File: src/rtl/updown_ctr_pkg.sv
package updown_ctr_pkg;

  typedef enum logic [1:0] {
    STEP_HOLD = 2'd0,
    STEP_INC  = 2'd1,
    STEP_DEC  = 2'd2
  } step_e;

  // Strobe index positions inside the packed strobe vectors
  localparam int unsigned IDX_UP = 0;
  localparam int unsigned IDX_DN = 1;
  localparam int unsigned NUM_STROBES = 2;

  // A rising strobe is honoured only while the opposite strobe rests high.
  function automatic step_e pick_step(input logic up_rise, input logic dn_rise,
                                      input logic up_lvl, input logic dn_lvl);
    logic go_up;
    logic go_dn;
    go_up = up_rise & dn_lvl;
    go_dn = dn_rise & up_lvl;
    if (go_up && !go_dn)      return STEP_INC;
    else if (go_dn && !go_up) return STEP_DEC;
    else                      return STEP_HOLD;
  endfunction

endpackage

File: src/rtl/ctr_strobe_sampler.sv
module ctr_strobe_sampler #(
  parameter logic IDLE_LEVEL = 1'b1
) (
  input  logic clk,
  input  logic clr,
  input  logic strobe_i,
  output logic level_o,
  output logic rise_o,
  output logic level_next_o
);
  logic prev_q;

  // Level that the sampling flop will hold after this edge
  assign level_next_o = clr ? IDLE_LEVEL : strobe_i;

  always_ff @(posedge clk) begin
    if (clr) begin
      level_o <= IDLE_LEVEL;
      prev_q  <= IDLE_LEVEL;
    end else begin
      level_o <= strobe_i;
      prev_q  <= level_o;
    end
  end

  assign rise_o = level_o & ~prev_q;
endmodule

File: src/rtl/ctr_value_core.sv
module ctr_value_core
  import updown_ctr_pkg::*;
#(
  parameter int unsigned WIDTH = 4
) (
  input  logic             clk,
  input  logic             clr,
  input  logic             load_n,
  input  logic [WIDTH-1:0] preset,
  input  step_e            step,
  output logic [WIDTH-1:0] value_q,
  output logic [WIDTH-1:0] value_next
);
  localparam logic [WIDTH-1:0] ONE = WIDTH'(1);

  always_comb begin
    if (clr)          value_next = '0;
    else if (!load_n) value_next = preset;
    else begin
      unique case (step)
        STEP_INC: value_next = value_q + ONE;
        STEP_DEC: value_next = value_q - ONE;
        default:  value_next = value_q;
      endcase
    end
  end

  always_ff @(posedge clk) begin
    value_q <= value_next;
  end
endmodule

File: src/rtl/ctr_terminal_flags.sv
module ctr_terminal_flags #(
  parameter int unsigned WIDTH = 4
) (
  input  logic             clk,
  input  logic             clr,
  input  logic [WIDTH-1:0] value_next,
  input  logic             up_level_next,
  input  logic             dn_level_next,
  output logic             tc_up_n,
  output logic             tc_dn_n
);
  localparam logic [WIDTH-1:0] TOP = {WIDTH{1'b1}};

  logic at_top;
  logic at_bottom;

  assign at_top    = (value_next == TOP);
  assign at_bottom = (value_next == '0);

  always_ff @(posedge clk) begin
    if (clr) begin
      tc_up_n <= 1'b1;
      tc_dn_n <= 1'b1;
    end else begin
      tc_up_n <= ~(~up_level_next & at_top);
      tc_dn_n <= ~(~dn_level_next & at_bottom);
    end
  end
endmodule

File: src/rtl/updown_preset_counter.sv
module updown_preset_counter
  import updown_ctr_pkg::*;
#(
  parameter int unsigned WIDTH = 4
) (
  input  logic             clk,
  input  logic             clr,
  input  logic             load_n,
  input  logic [WIDTH-1:0] preset,
  input  logic             cnt_up,
  input  logic             cnt_dn,
  output logic [WIDTH-1:0] count,
  output logic             tc_up_n,
  output logic             tc_dn_n
);
  logic [NUM_STROBES-1:0] strobe_in;
  logic [NUM_STROBES-1:0] lvl;
  logic [NUM_STROBES-1:0] rise;
  logic [NUM_STROBES-1:0] lvl_next;
  logic [WIDTH-1:0]       value_next;
  step_e                  step;

  assign strobe_in[IDX_UP] = cnt_up;
  assign strobe_in[IDX_DN] = cnt_dn;

  for (genvar g = 0; g < NUM_STROBES; g++) begin : g_sampler
    ctr_strobe_sampler #(.IDLE_LEVEL(1'b1)) u_smp (
      .clk          (clk),
      .clr          (clr),
      .strobe_i     (strobe_in[g]),
      .level_o      (lvl[g]),
      .rise_o       (rise[g]),
      .level_next_o (lvl_next[g])
    );
  end

  assign step = pick_step(rise[IDX_UP], rise[IDX_DN], lvl[IDX_UP], lvl[IDX_DN]);

  ctr_value_core #(.WIDTH(WIDTH)) u_core (
    .clk        (clk),
    .clr        (clr),
    .load_n     (load_n),
    .preset     (preset),
    .step       (step),
    .value_q    (count),
    .value_next (value_next)
  );

  ctr_terminal_flags #(.WIDTH(WIDTH)) u_flags (
    .clk           (clk),
    .clr           (clr),
    .value_next    (value_next),
    .up_level_next (lvl_next[IDX_UP]),
    .dn_level_next (lvl_next[IDX_DN]),
    .tc_up_n       (tc_up_n),
    .tc_dn_n       (tc_dn_n)
  );
endmodule

File: config.mk
export PLATFORM = sky130hd
export DESIGN_NAME = updown_preset_counter
export DESIGN_NICKNAME = d
export VERILOG_FILES = /design/src/rtl/updown_ctr_pkg.sv /design/src/rtl/ctr_strobe_sampler.sv /design/src/rtl/ctr_value_core.sv /design/src/rtl/ctr_terminal_flags.sv /design/src/rtl/updown_preset_counter.sv
export SDC_FILE = /design/constraint.sdc
export NUM_CORES = 1
export LEC_CHECK = 0
export ABC_AREA = 1
export BUFFER_PORTS_ARGS = -buffer_cell sky130_fd_sc_hd__buf_4
export CAP_MARGIN = 40
export CORE_AREA = 2 2 39 41
export CTS_BUF_LIST = sky130_fd_sc_hd__clkbuf_4 sky130_fd_sc_hd__clkbuf_8
export CTS_CLUSTER_DIAMETER = 60
export CTS_CLUSTER_SIZE = 8
export DETAILED_ROUTE_END_ITERATION = 6
export DIE_AREA = 0 0 41 43
export HOLD_SLACK_MARGIN = 0.06
export PLACE_DENSITY = 0.74
export SLEW_MARGIN = 10
export SYNTH_ARGS = -nofsm -noshare
export SYNTH_HDL_FRONTEND = slang
export SYNTH_SLANG_ARGS = --single-unit
File: constraint.sdc
create_clock -name clk -period 4.1 [get_ports clk]
set_input_delay 0.41 -clock clk [delete_from_list [all_inputs] [get_ports clk]]
set_output_delay 0.41 -clock clk [all_outputs]
set_load 0.01 [all_outputs]
==> flow_metrics.py, run 1 <==
metrics = {
    "sta": {
        "setup_violations": 0,
        "hold_viol_final": 0,
        "final_max_slew_viol_count": 0,
        "skew_ns": 0.000260,
        "worst_pin_slew_ns": 0.261,
        "relSlewSlack": 0.825,
        "rsz0062_at_grt": "false",
        "period_share": 0.496,
        "fin_crit_ns": 2.03,
        "max_freq_ghz": 0.492,
        "final.setup.tns_ns": 0,
    },
    "clocking": {
        "clock-sinks": 10,
        "clk-insertion-delay-late_ns": 0.26,
        "cts_tree": "built",
        "cts_setup_buffers": 0,
        "hold_buffers": 0,
        "cts_root_buffer": "clkbuf_4",
        "htree_levels": 1,
        "cts_made_buffers": 3,
        "clk_pin_slew_ns": 0.06,
        "cts.repair.resized": 0,
        "clockBufferDepth": 2,
    },
    "grt": {
        "grt_use_total": 0.154,
        "overflow": 0,
        "grt_pass1_wl_um": 1840,
        "grt_max_degree": 7,
        "antenna_found_initial": 0,
        "grt_pass1_vias": 509,
    },
    "cells_and_area": {
        "n_antenna_cell": 0,
        "syn2layout_area_growth_pct": 29.2,
        "fin_nets": 111,
        "layout-drive-gt1-share": 0.306,
        "fin_util": 0.516,
        "final.fill_count": 147,
        "stdcell_area_um2": 714,
    },
    "power_and_ir_drop": {
        "combPwrFrac": 0.191,
        "power_leakage_nw": 0.386,
        "p_per_area_mw_per_mm2": 337,
        "switching_share": 0.261,
        "seqPwrFrac": 0.447,
        "clockPowerShare": 0.362,
        "irDropWorstVdd_mv": 0.209,
        "p_int_w": 0.000178,
        "power_switching_w": 0.0000628,
    },
    "synth": {
        "yosysUniqueCellTypes": 19,
        "synth_top_area_frac": 0.362,
        "syn_nets": 92,
        "synth-xor-area-share": 0.0317,
        "yosys-top-cells-area": "dfxtp_1, nand2_1, inv_1, nor2_1, ha_1",
        "syn_area_per_cell_um2": 6.91,
        "synthAdderAreaFrac": 0.0679,
        "yosys_register_bits": 10,
        "synth_mux_area_frac": 0,
        "synthSimpleGateAreaFrac": 0.369,
        "synth-compound-area-share": 0.0611,
        "synth.largest_area_cell": "dfxtp_1",
        "yosysWarnings": 0,
        "ys_seq_area_frac": 0.362,
        "synth_area_um2": 553,
        "syn-instance-count": 80,
        "synth_top_family_by_area": "simple AND/OR/NAND/NOR gates",
    },
    "drt": {
        "vias_per_cell": 4.57,
        "dr.pass1.iters": 3,
        "initialDrtViolationCount": 5,
        "via_count": 521,
        "wire_per_inst_um": 9.35,
        "drc": 0,
        "wl_um": 1070,
        "ant_nets": 0,
    },
    "floorplan": {
        "core-area_mm2": 0.00138,
        "die_x_um": 41,
        "initial_core_util": 0.400,
        "dieArea_mm2": 0.00176,
        "io_pins": 15,
        "rows": 14,
        "dieHeight_um": 43,
    },
    "worst_setup_path": {
        "regToRegEndpoint": "u_flags.tc_up_n",
        "path_class": "flip-flop to flip-flop",
        "arrival_ns": 2.18,
        "worstSetupEndpoint": "u_flags.tc_up_n",
        "reg2reg_depth": 14,
        "rrSetupSlack_ns": 2.07,
        "r2r_start": "g_sampler[1].u_smp.level_o",
        "start_kind": "flip-flop",
        "crit_path_end_kind": "flip-flop",
        "worstSetupStartpoint": "g_sampler[1].u_smp.level_o",
        "required_ns": 4.25,
        "cp_max_fo": 5,
    },
    "outcome": {
        "status": "finished clean",
    },
    "place": {
        "port_buffers": 14,
        "place_area_um2": 678,
        "dpl.hpwl_um": 930,
        "gp_congestion": 0.774,
    },
    "flow_run": {
        "cap_violations": 0,
    },
    "min_path": {
        "hp-class": "input pin to flip-flop",
    },
}
[power groups by stage]
stage / registers [W] / clock network (W) / logic [W]
after floorplan: 0.000111 / 0 / 0.0000276
after global routing: 0.000108 / 0.0000932 / 0.0000527
after CTS: 0.000108 / 0.0000890 / 0.0000467
final: 0.000108 / 0.0000872 / 0.0000461
after detailed placement: 0.000110 / 0 / 0.0000464
after global placement: 0.000110 / 0 / 0.0000453
[placed cells by master, fill, tap and decap left out, types with 2 or more instances in the layout]
cell | netlist | final
dfxtp_1 | 10 | 10
o21ai_1 | 2 | 2
ha_1 | 3 | 3
clkbuf_4 | 0 | 3
inv_2 | 3 | 3
inv_1 | 13 | 13
nand3_1 | 5 | 5
a21oi_1 | 2 | 2
nand2_1 | 17 | 17
buf_4 | 0 | 14
nor2_1 | 11 | 11
nand2_2 | 4 | 4
nand3_2 | 2 | 2
[logic make-up after synthesis]
| kind of cell | after synthesis |
|---|---|
| compound gates | 6 |
| xor+xnor | 2 |
| fa+ha+maj | 3 |
| buf+inv | 16 |
| flops | 10 |
| simple gates | 43 |
[state kept, by name, indices dropped and copies added (netlist names)]
name / cells
u_core.value_q: 4
g_sampler.u_smp.level_o: 2
g_sampler.u_smp.prev_q: 2
u_flags.tc_dn_n: 1
u_flags.tc_up_n: 1
[per-layer routing]
metal  global-route usage  up-vias  part of all wire
met5                    0        -                 0
met4                0.100        0             0.029
met3               0.0157        5             0.042
met2                0.250       14              0.51
met1                0.178      226              0.42
li1                     -      276                 -
[synth_stat cells, drive strengths merged]
cell	instances
nand2	21
inv	16
nor2	12
dfxtp	10
nand3	7
o21ai	4
ha	3
a21oi	2
or2	2
nor3	1
xnor2	1
xor2	1
[critical path, stage by stage (launching register included)]
cell and delay (ns):
dfxtp_1 0.33, inv_1 0.05, nor3_1 0.25, ha_1 0.31
nand2_1 0.09, inv_2 0.08, nor2_4 0.04, ha_1 0.27
nand2_1 0.05, nand3_1 0.09, nand2_1 0.06, nor2_1 0.09
nand2_1 0.06, nor2_1 0.10, nand3_1 0.07
[worst min-delay path by stage]
stage | from | end | slack (ns) | cells after the start
floorplan | g_sampler[0].u_smp.level_o | g_sampler[0].u_smp.prev_q | 0.40 | 2
global placement | g_sampler[0].u_smp.level_o | g_sampler[0].u_smp.prev_q | 0.42 | 2
detailed placement | g_sampler[0].u_smp.level_o | g_sampler[0].u_smp.prev_q | 0.42 | 2
CTS | cnt_dn | g_sampler[1].u_smp.level_o | 0.33 | 3
global route | cnt_dn | g_sampler[1].u_smp.level_o | 0.34 | 3
finish | cnt_dn | g_sampler[1].u_smp.level_o | 0.33 | 3
[per-stage QoR]
stage | hold WS (ns) | setup slack (ns) | power [W] | cells
finish | 0.333 | 2.07 | 0.000241 | 114
global route | 0.344 | 1.82 | 0.000254 | 114
CTS | 0.332 | 2.06 | 0.000243 | 114
detailed placement | 0.423 | 2.07 | 0.000156 | 110
global placement | 0.419 | 2.15 | 0.000155 | 110
floorplan | 0.403 | 2.27 | 0.000138 | 80
[layout make-up]
| class | instances | area, um2 | area share |
|---|---|---|---|
| Clock buffer | 4 | 36.3 | 0.0508 |
| Inverter | 16 | 60.1 | 0.0841 |
| Multi-Input combinational cell | 54 | 293 | 0.410 |
| Sequential cell | 10 | 200 | 0.280 |
| Tap cell | 16 | 20.0 | 0.0280 |
| Timing Repair Buffer | 14 | 105 | 0.147 |
Note: power is estimated with default switching activity, not from simulation.
==> inputs of run 2 (changes only) <==
--- a/config.mk
+++ b/config.mk
@@ -5,7 +5,7 @@
 export SDC_FILE = /design/constraint.sdc
 export NUM_CORES = 1
 export LEC_CHECK = 0
-export ABC_AREA = 1
+export ABC_AREA = 0
 export BUFFER_PORTS_ARGS = -buffer_cell sky130_fd_sc_hd__buf_4
 export CAP_MARGIN = 40
 export CORE_AREA = 2 2 39 41
@@ -15,7 +15,7 @@
 export DETAILED_ROUTE_END_ITERATION = 6
 export DIE_AREA = 0 0 41 43
 export HOLD_SLACK_MARGIN = 0.06
-export PLACE_DENSITY = 0.74
+export PLACE_DENSITY = 0.73
 export SLEW_MARGIN = 10
 export SYNTH_ARGS = -nofsm -noshare
 export SYNTH_HDL_FRONTEND = slang
==> constraint.sdc (replaced) <==
create_clock -name clk -period 1.9 [get_ports clk]
set_input_delay 0.19 -clock clk [delete_from_list [all_inputs] [get_ports clk]]
set_output_delay 0.19 -clock clk [all_outputs]
set_load 0.01 [all_outputs]
==> run 2 against run 1 <==
The flow now finishes with violations (negative setup slack). Sequential power increased by 120%. Die area unchanged. Via count decreased by 4.0%. Non-clock buffer count increased by 8. Critical path depth decreased by 4. Power increased by 110%. Critical path type unchanged.
==> flow_metrics.py, run 2 <==
metrics = {
    "worst_setup_path": {
        "start_kind": "flip-flop",
        "path_class": "flip-flop to flip-flop",
        "crit_slowest_cell": "or4_4",
        "rrSetupSlack_ns": -0.32,
        "cp_max_fo": 2,
        "worstSetupStartpoint": "g_sampler[0].u_smp.level_o",
        "reg2reg_depth": 10,
        "required_ns": 2.04,
        "regToRegEndpoint": "u_flags.tc_up_n",
        "cp_cell_sequence": "nand2_2, or2_4, ha_4, xor2_2, ha_2, a21oi_2, nor2b_2, or4_4, a31oi_4, nand4_1",
        "crit_family": "simple AND/OR/NAND/NOR gates",
        "r2r_start": "g_sampler[0].u_smp.level_o",
        "path_buf_inv": 0,
        "worstSetupEndpoint": "u_flags.tc_up_n",
        "arrival_ns": 2.35,
        "crit_path_end_kind": "flip-flop",
        "path_depth": 10,
        "slowest_delay_ns": 0.45,
    },
    "grt": {
        "antenna_found_initial": 0,
        "overflow": 0,
        "grt_max_degree": 13,
        "grt_pass1_wl_um": 1950,
        "grt_use_total": 0.168,
        "grt_pass1_vias": 495,
    },
    "sta": {
        "final.setup.tns_ns": -0.985,
        "rsz0062_at_grt": "true",
        "hold_viol_final": 0,
        "max_freq_ghz": 0.451,
        "fin_crit_ns": 2.22,
        "final_max_slew_viol_count": 0,
        "setup_violations": 4,
        "period_share": 1.17,
        "relSlewSlack": 0.807,
        "skew_ns": 0.000394,
        "worst_pin_slew_ns": 0.286,
        "setup_ws_ns": -0.316,
    },
    "synth": {
        "syn-instance-count": 57,
        "syn_nets": 69,
        "synth.largest_area_cell": "dfxtp_1",
        "syn_area_per_cell_um2": 9.68,
        "synth-edff-count": 0,
        "synth_area_um2": 552,
        "yosysUniqueCellTypes": 30,
        "yosys_register_bits": 10,
        "yosysWarnings": 0,
        "synth_top_area_frac": 0.363,
        "ys.flop_type": "dfxtp_1",
        "ys_seq_area_frac": 0.363,
        "async_flop_share": 0,
        "synth_common_cells": "dfxtp_1, nor2_1, or2_1",
        "yosys.cell_count.top_type": "dfxtp_1",
        "yosys-top-cells-area": "dfxtp_1, ha_1, mux2i_1, or2_1, buf_12",
    },
    "cells_and_area": {
        "fin_nets": 93,
        "layout_common_cells": "buf_4, dfxtp_1, nor2_1",
        "reg_top3": "u_core.value_q: 4 flops, g_sampler.u_smp.level_o: 2 flops, g_sampler.u_smp.prev_q: 2 flops",
        "syn2layout_area_growth_pct": 46.0,
        "layout-drive-gt1-share": 0.519,
        "largest_reg_flops": 4,
        "mostFrequentLayoutCell": "buf_4",
        "regMostFlops": "u_core.value_q",
        "n_antenna_cell": 0,
        "layout.cells.non_filler": 95,
        "stdcell_area_um2": 806,
    },
    "outcome": {
        "violations": "negative setup slack",
        "status": "complete, but fails checks",
    },
    "place": {
        "port_buffers": 14,
        "gp_congestion": 0.691,
        "place_area_um2": 724,
        "dpl.hpwl_um": 825,
        "dp_cells": 91,
    },
    "flow_run": {
        "cap_violations": 0,
    },
    "drt": {
        "drc": 0,
        "initialDrtViolationCount": 2,
        "vias_per_cell": 5.26,
        "ant_nets": 0,
        "wl_um": 1220,
        "wire_per_inst_um": 12.8,
        "dr.pass1.iters": 4,
        "via_count": 500,
    },
    "clocking": {
        "cts_tree": "built",
        "htree_levels": 1,
        "clock-sinks": 10,
        "clockBufferDepth": 2,
        "cts_made_buffers": 3,
        "hold_buffers": 0,
        "clk_pin_slew_ns": 0.06,
        "clk-insertion-delay-late_ns": 0.26,
        "cts_root_buffer": "clkbuf_4",
    },
    "power_and_ir_drop": {
        "combPwrFrac": 0.243,
        "clockPowerShare": 0.278,
        "power_switching_w": 0.000131,
        "switching_share": 0.266,
        "seqPwrFrac": 0.479,
        "p_per_area_mw_per_mm2": 614,
        "power.total_w": 0.000494,
        "power_leakage_nw": 0.358,
        "irDropWorstVdd_mv": 0.481,
        "p_int_w": 0.000363,
    },
    "floorplan": {
        "dieHeight_um": 43,
        "core-area_mm2": 0.00138,
        "rows": 14,
        "dieArea_mm2": 0.00176,
        "initial_core_util": 0.399,
        "die_x_um": 41,
        "io_pins": 15,
    },
    "min_path": {
        "min_path_cells": 2,
        "hp-class": "input pin to flip-flop",
    },
}
## run 2: cell types whose count changed in the layout (fill, tap and decap cells not counted), moves of 3 or more
cell     delta
nand3_1     -4
nor2_1      -6
nand2_2     -3
buf_4       +8
inv_2       -3
nand2_1    -15
or2_1       +3
mux2i_1     +3
inv_1      -13
## run 2: power groups by stage
stage | Combinational (W) | Sequential, W | Clock (W)
floorplan | 0.0000596 | 0.000241 | 0
global placement | 0.000105 | 0.000238 | 0
detailed placement | 0.000106 | 0.000239 | 0
CTS | 0.000116 | 0.000235 | 0.000142
global route | 0.000133 | 0.000238 | 0.000156
finish | 0.000120 | 0.000237 | 0.000137
## run 2: metrics by stage
stage           util  hold WS, ns  setup WS, ns
2_1_floorplan      -        0.309        -0.236
3_3_place_gp   0.524        0.400        -0.315
4_1_cts        0.567        0.129        -0.314
6_report       0.582        0.134        -0.316
5_1_grt        0.582        0.135        -0.422
3_5_place_dp   0.524        0.402        -0.372
## run 2: cell families (layout without fill, tap and decap cells)
logic type / count (synthesis) / in the layout / synth area share
xor gates and xnor gates: 2 / 2 / 0.0318
muxes: 3 / 3 / 0.0544
adders and majority gates: 3 / 3 / 0.0680
buffers and inverters: 3 / 25 / 0.0499
DFF: 10 / 10 / 0.363
AOI/OAI and AO/OA: 8 / 8 / 0.116
and+or+nand+nor: 28 / 28 / 0.317
## run 2: worst register-to-register path, delay by kind of cell, from the launching register on
family	cells	cell delay [ns]
flops	1	0.33
xor+xnor	1	0.17
fa+ha+maj	2	0.36
simple gates	5	0.91
compound gates	2	0.32
## run 2: worst min path at each step
stage          startpoint                         end
2_1_floorplan      cnt_up  g_sampler[0].u_smp.level_o
3_3_place_gp       cnt_up  g_sampler[0].u_smp.level_o
3_5_place_dp       cnt_up  g_sampler[0].u_smp.level_o
4_1_cts            cnt_up  g_sampler[0].u_smp.level_o
5_1_grt            cnt_up  g_sampler[0].u_smp.level_o
6_report           cnt_up  g_sampler[0].u_smp.level_o
## run 2: routing by layer
metal  wire length [um]  global-route usage  vias up  part of all wire
met1                488               0.178      238              0.40
met2                683               0.275       11              0.56
met3                 32              0.0157        2             0.026
met5                  0                   0        -                 0
li1                   -                   -      249                 -
met4                 10               0.140        0            0.0082
## run 2: what timing repair did
action / 4_1_cts / 5_1_grt
gates resized for setup: 7 / 3
endpoints found under the setup margin: 4 / 4
pin swaps: 1 / 2
buffers inserted: 1 / 0
## run 2: cell type report
cell class	instances	area, um2
clock buffer	3	22.5
fill	122	578
multi-input combinational	44	395
sequential	10	203
tap	16	20.0
timing repair buffer	22	165
==> inputs of run 3 (changes only) <==
--- a/config.mk
+++ b/config.mk
@@ -5,7 +5,7 @@
 export SDC_FILE = /design/constraint.sdc
 export NUM_CORES = 1
 export LEC_CHECK = 0
-export ABC_AREA = 0
+export ABC_AREA = 1
 export BUFFER_PORTS_ARGS = -buffer_cell sky130_fd_sc_hd__buf_4
 export CAP_MARGIN = 40
 export CORE_AREA = 2 2 39 41
@@ -15,7 +15,7 @@
 export DETAILED_ROUTE_END_ITERATION = 6
 export DIE_AREA = 0 0 41 43
 export HOLD_SLACK_MARGIN = 0.06
-export PLACE_DENSITY = 0.73
+export PLACE_DENSITY = 0.74
 export SLEW_MARGIN = 10
 export SYNTH_ARGS = -nofsm -noshare
 export SYNTH_HDL_FRONTEND = slang
==> constraint.sdc (replaced) <==
create_clock -name clk -period 1.9 [get_ports clk]
set_input_delay 0.19 -clock clk [delete_from_list [all_inputs] [get_ports clk]]
set_output_delay 0.19 -clock clk [all_outputs]
set_load 0.05 [all_outputs]
==> run 3 against run 2 <==
The flow now finishes without violations. Final cell count up 24%. Power up 2.5%. Clock power down 4%. Die area unchanged. Via count up 4.8%. Register-to-register slack better by 0.36 ns. Utilization down 1.3 points. Global-route usage down 3.7 points. First-iteration DRC count rose to 3.5 times the previous value. Critical path depth up 5. Fmax up 19%.
==> flow_metrics.py, run 3 (same netlist as run 1, synthesis figures left out) <==
metrics = {
    "clocking": {
        "clk_pin_slew_ns": 0.06,
        "clk-insertion-delay-late_ns": 0.25,
        "clockBufferDepth": 2,
        "htree_levels": 1,
        "cts_tree": "built",
        "cts_made_buffers": 3,
        "cts_root_buffer": "clkbuf_4",
        "hold_buffers": 0,
        "clock-sinks": 10,
    },
    "sta": {
        "worst_pin_slew_ns": 0.247,
        "skew_ns": 0.000954,
        "final_max_slew_viol_count": 0,
        "hold_viol_final": 0,
        "final.setup.tns_ns": 0,
        "rsz0062_at_grt": "true",
        "setup_violations": 0,
        "period_share": 0.977,
        "fin_crit_ns": 1.86,
        "hold_slack_ns": 0.122,
        "relSlewSlack": 0.835,
        "max_freq_ghz": 0.539,
    },
    "drt": {
        "wire_per_inst_um": 9.04,
        "drc": 0,
        "via_count": 524,
        "vias_per_cell": 4.44,
        "wl_um": 1070,
        "ant_nets": 0,
        "dr.pass1.iters": 4,
        "initialDrtViolationCount": 7,
    },
    "floorplan": {
        "die_x_um": 41,
        "rows": 14,
        "dieArea_mm2": 0.00176,
        "initial_core_util": 0.400,
        "dieHeight_um": 43,
        "core-area_mm2": 0.00138,
        "io_pins": 15,
    },
    "grt": {
        "overflow": 0,
        "grt_max_degree": 7,
        "grt_pass1_wl_um": 1570,
        "grt_pass1_vias": 433,
        "antenna_found_initial": 0,
        "grt_use_total": 0.131,
    },
    "worst_setup_path": {
        "path_class": "flip-flop to flip-flop",
        "cp_cell_sequence": "inv_2, nor3_4, ha_2, nand2_2, inv_2, nor2_4, ha_4, inv_2, nand2_2, nand2_1, nand2_1, o21ai_2, nand2_2, nor2_2, nand3_1",
        "required_ns": 2.04,
        "path_buf_inv": 3,
        "path_depth": 15,
        "crit_family": "simple AND/OR/NAND/NOR gates",
        "reg2reg_depth": 15,
        "cp_max_fo": 3,
        "crit_slowest_cell": "dfxtp_2",
        "start_kind": "flip-flop",
        "crit_path_end_kind": "flip-flop",
        "arrival_ns": 2.00,
        "slowest_delay_ns": 0.33,
    },
    "min_path": {
        "min_path_cells": 3,
        "hp-class": "input pin to flip-flop",
    },
    "flow_run": {
        "cap_violations": 0,
    },
    "cells_and_area": {
        "final.fill_count": 132,
        "largest_reg_flops": 4,
        "reg_top3": "u_core.value_q: 4 flops, g_sampler.u_smp.level_o: 2 flops, g_sampler.u_smp.prev_q: 2 flops",
        "multi_input_area_um2": 342,
        "layout_common_cells": "buf_4, nand2_1, inv_1",
        "mostFrequentLayoutCell": "buf_4",
        "layout-drive-gt1-share": 0.461,
        "fin_util": 0.570,
        "regMostFlops": "u_core.value_q",
        "layout.cells.non_filler": 118,
        "seq_area_um2": 201,
        "syn2layout_area_growth_pct": 42.5,
        "n_antenna_cell": 0,
        "fin_nets": 116,
    },
    "outcome": {
        "status": "finished clean",
    },
    "power_and_ir_drop": {
        "power_leakage_nw": 0.408,
        "irDropWorstVdd_mv": 0.355,
        "p_per_area_mw_per_mm2": 643,
    },
    "place": {
        "port_buffers": 14,
        "dpl.hpwl_um": 812,
        "dp_cells": 114,
        "gp_congestion": 0.706,
    },
}
==> run 3: cell types whose count changed in the layout (fill, tap and decap cells not counted), sizes merged, moves of 2 or more <==
cell,change
or2,-3
buf,-3
nor3,-2
mux2i,-3
nand2,+18
o21ai,+4
nor2b,-3
nor2,+7
nor4b,-2
nand3,+6
inv,+16
and3b,-2
==> run 3: layout make-up <==
| type | instances | area share |
|---|---|---|
| tap | 16 | 0.0254 |
| inverter | 16 | 0.0762 |
| clock buffer | 3 | 0.0286 |
| multi-input combinational | 54 | 0.433 |
| timing repair buffer | 19 | 0.181 |
| sequential | 10 | 0.256 |
==> run 3: through the flow <==
| stage | setup WS, ns | instance area (um2) | power [W] |
|---|---|---|---|
| CTS | 0.0370 | 738 | 0.000499 |
| global route | -0.0628 | 788 | 0.000535 |
| detailed placement | -0.0277 | 708 | 0.000364 |
| finish | 0.0430 | 788 | 0.000507 |
| global placement | 0.0416 | 708 | 0.000362 |
| floorplan | 0.0459 | 553 | 0.000322 |
==> run 3: final timing paths <==
check / to / slack (ns) / start
worst min-delay path: g_sampler[1].u_smp.level_o / 0.12 / cnt_dn
worst max register to register: u_flags.tc_up_n / 0.04 / g_sampler[1].u_smp.level_o
worst min register to register: g_sampler[0].u_smp.prev_q / 0.45 / g_sampler[0].u_smp.level_o
worst max-delay path: u_flags.tc_up_n / 0.04 / g_sampler[1].u_smp.level_o
==> run 3: worst register-to-register path: cells and delay by family (launching register included) <==
kind / cells / cell delay (ns)
flops: 1 / 0.33
fa+ha+maj: 2 / 0.40
buf+inv: 3 / 0.18
compound gates: 1 / 0.15
simple gates: 9 / 0.71
==> run 3: repair_timing <==
action,4_1_cts,5_1_grt
setup buffers,0,1
pin swaps,0,10
resized for setup,2,14
endpoints found under the setup margin,2,2
cloned,0,0
==> run 3: report_power, final <==
group	internal [W]	leakage (nW)	total, W	switching [W]
clock	0.0000724	0.0138	0.000132	0.0000596
combinational	0.0000575	0.312	0.000140	0.0000825
sequential	0.000222	0.0826	0.000235	0.0000128
==> run 3: routing by layer <==
layer	track usage	wire (um)	vias up
met2	0.191	565	15
met3	0.0157	49	2
li1	-	-	288
met4	0.100	8	0
met1	0.167	444	219
met5	0	0	-
